**src/rtl/tmr8_pkg.sv**
```systemverilog
// Shared register selector for the preloadable timer.
// Assumes a two-bit register address space.
package tmr8_pkg;
    typedef enum logic [1:0] {
        REG_COUNT = 2'd0,
        REG_CTRL  = 2'd1,
        REG_INTC  = 2'd2,
        REG_NONE  = 2'd3
    } tmr_reg_e;
endpackage

```
**src/rtl/tmr8_bus_decode.sv**
```systemverilog
// Turns the bus strobes and the address into one strobe per register action.
// Assumes at most one access type per address in any cycle is meaningful.
module tmr8_bus_decode
    import tmr8_pkg::*;
(
    input  logic       wr_i,
    input  logic       rd_i,
    input  logic [1:0] addr_i,
    output logic       wr_count_o,
    output logic       wr_ctrl_o,
    output logic       wr_intc_o,
    output logic       rd_count_o
);
    tmr_reg_e sel;

    // Decode the address into per-register strobes.
    always_comb begin
        sel        = tmr_reg_e'(addr_i);
        wr_count_o = wr_i && (sel == REG_COUNT);
        wr_ctrl_o  = wr_i && (sel == REG_CTRL);
        wr_intc_o  = wr_i && (sel == REG_INTC);
        rd_count_o = rd_i && (sel == REG_COUNT);
    end
endmodule

```
**src/rtl/tmr8_counter.sv**
```systemverilog
// Holds the count and the preload value. It steps on a tick while running,
// and wraps from the maximum value back to the preload value.
// A reload write reaches the count only while the timer is stopped.
// Assumes tick_i is a single-cycle pulse in the clk domain.
module tmr8_counter #(
    parameter int WIDTH = 8
) (
    input  logic             clk,
    input  logic             rst_n,
    input  logic             run_i,
    input  logic             tick_i,
    input  logic             hold_i,
    input  logic             wr_i,
    input  logic [WIDTH-1:0] wdata_i,
    output logic [WIDTH-1:0] count_o,
    output logic [WIDTH-1:0] preload_o,
    output logic             wrap_o
);
    localparam logic [WIDTH-1:0] MAXV = {WIDTH{1'b1}};

    logic [WIDTH-1:0] cnt_q;
    logic [WIDTH-1:0] pre_q;
    logic             step;

    // A tick counts only while running and while no read holds the count.
    always_comb begin
        step   = run_i && tick_i && !hold_i;
        wrap_o = step && (cnt_q == MAXV);
    end

    // Preload register: every write lands here.
    always_ff @(posedge clk) begin
        if (!rst_n)
            pre_q <= '0;
        else if (wr_i)
            pre_q <= wdata_i;
    end

    // Count register: a direct load while stopped, otherwise step or wrap.
    always_ff @(posedge clk) begin
        if (!rst_n)
            cnt_q <= '0;
        else if (wr_i && !run_i)
            cnt_q <= wdata_i;
        else if (wrap_o)
            cnt_q <= pre_q;
        else if (step)
            cnt_q <= cnt_q + 1'b1;
    end

    assign count_o   = cnt_q;
    assign preload_o = pre_q;
endmodule

```
**src/rtl/tmr8_irq_flag.sv**
```systemverilog
// Sticky interrupt request flag.
// A set event wins over a software clear that arrives in the same cycle.
// Software can clear the flag but cannot set it.
module tmr8_irq_flag #(
    parameter int WIDTH    = 8,
    parameter int FLAG_BIT = 5
) (
    input  logic             clk,
    input  logic             rst_n,
    input  logic             set_i,
    input  logic             wr_i,
    input  logic [WIDTH-1:0] wdata_i,
    output logic             flag_o
);
    logic clr;

    // A clear needs a write with the flag bit at zero.
    always_comb clr = wr_i && !wdata_i[FLAG_BIT];

    // Flag state: a set has priority over a clear.
    always_ff @(posedge clk) begin
        if (!rst_n)
            flag_o <= 1'b0;
        else if (set_i)
            flag_o <= 1'b1;
        else if (clr)
            flag_o <= 1'b0;
    end
endmodule

```
**src/rtl/preload_timer8.sv**
```systemverilog
// Preloadable timer top level. It ties together the bus decode, the
// counter, the run bit and the interrupt flag, and it multiplexes read data.
// Assumes a single clock domain and a synchronous active-low reset.
module preload_timer8
    import tmr8_pkg::*;
#(
    parameter int WIDTH    = 8,
    parameter int RUN_BIT  = 4,
    parameter int FLAG_BIT = 5
) (
    input  logic             clk,
    input  logic             rst_n,
    input  logic             tick_i,
    input  logic             wr_i,
    input  logic             rd_i,
    input  logic [1:0]       addr_i,
    input  logic [WIDTH-1:0] wdata_i,
    output logic [WIDTH-1:0] rdata_o,
    output logic             irq_o
);
    logic             wr_count, wr_ctrl, wr_intc, rd_count;
    logic             run_q;
    logic             wrap;
    logic [WIDTH-1:0] cnt_q;
    logic [WIDTH-1:0] pre_q;

    tmr8_bus_decode u_dec (
        .wr_i       (wr_i),
        .rd_i       (rd_i),
        .addr_i     (addr_i),
        .wr_count_o (wr_count),
        .wr_ctrl_o  (wr_ctrl),
        .wr_intc_o  (wr_intc),
        .rd_count_o (rd_count)
    );

    // Run bit held in the control register.
    always_ff @(posedge clk) begin
        if (!rst_n)
            run_q <= 1'b0;
        else if (wr_ctrl)
            run_q <= wdata_i[RUN_BIT];
    end

    tmr8_counter #(.WIDTH(WIDTH)) u_cnt (
        .clk       (clk),
        .rst_n     (rst_n),
        .run_i     (run_q),
        .tick_i    (tick_i),
        .hold_i    (rd_count),
        .wr_i      (wr_count),
        .wdata_i   (wdata_i),
        .count_o   (cnt_q),
        .preload_o (pre_q),
        .wrap_o    (wrap)
    );

    tmr8_irq_flag #(.WIDTH(WIDTH), .FLAG_BIT(FLAG_BIT)) u_flag (
        .clk     (clk),
        .rst_n   (rst_n),
        .set_i   (wrap),
        .wr_i    (wr_intc),
        .wdata_i (wdata_i),
        .flag_o  (irq_o)
    );

    // Read data multiplexer: zero when idle or when no register is selected.
    always_comb begin
        rdata_o = '0;
        if (rd_i) begin
            case (tmr_reg_e'(addr_i))
                REG_COUNT: rdata_o = cnt_q;
                REG_CTRL:  rdata_o[RUN_BIT]  = run_q;
                REG_INTC:  rdata_o[FLAG_BIT] = irq_o;
                default:   rdata_o = '0;
            endcase
        end
    end
endmodule

```
**config.mk**
```make
export PLATFORM = sky130hd
export DESIGN_NAME = preload_timer8
export DESIGN_NICKNAME = d
export VERILOG_FILES = /design/src/rtl/tmr8_pkg.sv /design/src/rtl/tmr8_bus_decode.sv /design/src/rtl/tmr8_counter.sv /design/src/rtl/tmr8_irq_flag.sv /design/src/rtl/preload_timer8.sv
export SDC_FILE = /design/constraint.sdc
export NUM_CORES = 1
export LEC_CHECK = 0
export ABC_AREA = 1
export BUFFER_PORTS_ARGS = -buffer_cell sky130_fd_sc_hd__buf_2
export CORE_AREA = 8 8 58 60
export DETAILED_ROUTE_END_ITERATION = 6
export DIE_AREA = 0 0 66 68
export PLACE_DENSITY = 0.71
export SYNTH_ARGS = -nofsm -noshare
export SYNTH_HDL_FRONTEND = slang
export SYNTH_SLANG_ARGS = --single-unit
```
**constraint.sdc**
```tcl
create_clock -name clk -period 1.5 [get_ports clk]
set_clock_uncertainty 0.1 [all_clocks]
set_input_delay 0.15 -clock clk [delete_from_list [all_inputs] [get_ports clk]]
set_output_delay 0.15 -clock clk [all_outputs]
set_load 0.05 [all_outputs]
```
==> run_results.csv <==
group,metric,value,unit
timing,slew_headroom,73.70,%
drt,num_vias,1242,
drt,dr.pass1.iters,4,
power_and_ir_drop,vdd_drop_max,0.4772,mV
place,dpl.hpwl,2379,um
clocking,numCtsBuffers,3,
clocking,clock-sinks,18,
drt,antenna_left,0,
place,io_buffers,23,
drt,drc,0,
floorplanning,die_h,68,um
floorplanning,start_util,45.42,%
synthesis,synth_top_area_share,30.90,%
grt,track_usage,13.09,%
clocking,cts_tree,"built",
grt,grt_pass1_vias,1083,
layout,fillers,257,
setup_path,startpoint,"u_cnt.count_o[3]",
grt,grt_max_degree,15,
timing,drv_slew,0,
synthesis,synth_top_cells_by_area,"dfxtp_1, nand2_1, nand3_1",
synthesis,ys_warn_count,0,
drt,drtIter0Drc,49,
synthesis,ys_seq_elements,18,
synthesis,syn-num-nets,189,
timing,setup_viol,0,
timing,fmax,683.3,MHz
clocking,cts_hold_buf,0,
timing,fin_crit_sh,97.57,%
setup_path,critPathMaxStageDelay,0.43,ns
place,place_area,1356,um2
layout,syn2layout_area_growth,22.53,%
layout,diodes,0,
setup_path,reg2reg_slack,0.06,ns
floorplanning,ios,24,
setup_path,cp_max_fo,4,
synthesis,yosysTopAreaCell,"dfxtp_1",
hold_path,min_from,"wdata_i[6]",
layout,drive_gt1_share,26.34,%
synthesis,synth-seq-area-share,30.90,%
setup_path,cp.depth,4,
synthesis,yosysUniqueCellTypes,27,
clocking,cts_max_level,1,
drt,wl_per_cell,12.79,um
drt,drt-total-wl,3019,um
floorplanning,core,2567,um2
setup_path,arrival,1.21,ns
layout,layout_common_cells,"nand2_1, inv_1, nand3_1",
power_and_ir_drop,power.density,689.0,nW/um2
place,post-place-ws,0.07061,ns
floorplanning,fp-row-count,19,
clocking,insertion_delay,0.29,ns
grt,grt_pass1_wl,4678,um
timing,rsz0062_at_grt,"true",
clocking,cts_buffer_depth,2,
setup_path,slowest_stage,"dfxtp_1",
setup_path,r2r_end,"u_cnt.count_o[0]",
layout,final_common_cell,"nand2_1",
clocking,clk_pin_slew,0.11,ns
setup_path,critical_path_class,"reg2out",
status,status,"finished clean",
hold_path,hold_path_end,"u_cnt.preload_o[6]",
layout,nets,222,
synthesis,syn-cell-area,1166,um2
timing,period_needed,1.463,ns
grt,antenna_found_initial,0,
setup_path,crit_family,"flip-flops",
job,cap_violations,0,
setup_path,path_cells,"buf_4, inv_1, nor2_1, buf_4",
hold_path,hold_path_depth,3,
setup_path,crit_buf_inv,3,
place,dp.cells,231,
floorplanning,die_area,4488,um2
drt,avgViaCountPerCell,5.263,
setup_path,critPathLaunchType,"flop",
setup_path,ff2ff_path_depth,7,
timing,timing.final.ws_setup,0.03650,ns
floorplanning,die_width,66,um
layout,final_area,1429,um2
setup_path,crit_required,1.25,ns
synthesis,syn_avg_cell_area,6.741,um2
setup_path,cp-end-kind,"primary output",
hold_path,hold_path_class,"in2reg",
place,gp_congestion,0.8817,
synthesis,syn_inst,173,
power_and_ir_drop,p_leak,0.6715,nW
clocking,cts_root_buffer,"clkbuf_4",
setup_path,cpMostUsedCell,"buf_4",
timing,tightest_slew,0.3937,ns
grt,grt_overflow,0,
timing,hold_viol_final,0,
setup_path,rr_startpoint,"u_cnt.count_o[0]",
layout,final_cells,236,
-- kinds of logic (layout without fill, tap and decap cells) --
logic type / after synthesis / in the layout / synth area share (%)
flops: 18 / 18 / 30.90
xor+xnor: 4 / 4 / 3.005
fa+ha+maj: 1 / 1 / 1.073
buf+inv: 33 / 65 / 12.23
simple gates: 86 / 86 / 38.20
compound gates: 31 / 31 / 14.59
-- worst reg2reg max path: stages, from the launching register on --
cell and delay [ns]:
dfxtp_1 0.35, ha_2 0.21, nand2_2 0.10, nor2_8 0.17, buf_4 0.14, nand4_1 0.09
nand3_1 0.12, a21oi_1 0.06
-- where the power goes --
part	internal, mW	total [mW]	switching (mW)
logic	0.0639	0.170	0.106
clock network	0.148	0.302	0.154
registers	0.500	0.513	0.0132
total	0.712	0.984	0.273
-- worst max-delay path by stage --
stage                            end  slack [ns]
floorplan                 rdata_o[3]        0.13
global placement    u_cnt.count_o[5]        0.11
detailed placement  u_cnt.count_o[0]        0.07
CTS                       rdata_o[4]       0.001
global route        u_cnt.count_o[3]       -0.02
finish                    rdata_o[3]        0.04
-- per-stage QoR --
| stage | total power, mW | TNS, ns | hold WS [ns] | util (%) |
|---|---|---|---|---|
| floorplan | 0.6225 | 0 | 0.2146 | - |
| global placement | 0.6832 | 0 | 0.3221 | 52.83 |
| detailed placement | 0.6889 | 0 | 0.3426 | 52.83 |
| CTS | 0.9869 | 0 | 0.03355 | 54.43 |
| global route | 1.035 | -0.04698 | 0.06738 | 55.65 |
| finish | 0.9845 | 0 | 0.02914 | 55.65 |
-- Yosys cell counts --
cell      count
nand2_1      34
inv_1        27
nand3_1      21
dfxtp_1      18
a21oi_1      16
nor2_1       13
o21ai_0      12
nand4_1       8
nand2_4       3
xor2_1        3
nand3_2       2
a21oi_4       1
a31oi_1       1
buf_2         1
buf_4         1
buf_6         1
clkbuf_1      1
clkinv_2      1
clkinv_4      1
ha_1          1
nand2_2       1
nand3_4       1
nor2_4        1
nor2_8        1
nor3_1        1
o211ai_1      1
xnor2_1       1
-- final cells by class --
class	instances	area, um2	area share, %
Multi-Input combinational cell	122	676.9	47.37
Sequential cell	18	362.8	25.39
Timing Repair Buffer	32	198.9	13.92
Inverter	29	115.1	8.056
Tap cell	31	38.79	2.715
Clock buffer	4	36.28	2.539
-- sequential cells by signal (all words and copies together), names as in the netlist --
name             cells
u_flag.flag_o        1
u_cnt.count_o        8
run_q                1
u_cnt.preload_o      8
-- per-layer routing --
metal	vias up	part of all wire, %	global-route usage [%]
met5	-	0	0
met4	0	1.2	3.733
met3	6	5.3	2.619
met2	38	48	22.29
met1	571	46	16.41
li1	627	-	-
-- timing repair --
action                     in CTS  in global routing
setup endpoints to repair       2                 11
buffers inserted                0                  1
gates resized for setup         2                 10
pin swaps                       0                  2
gates cloned                    0                  0
(Power assumes the default switching activity.)
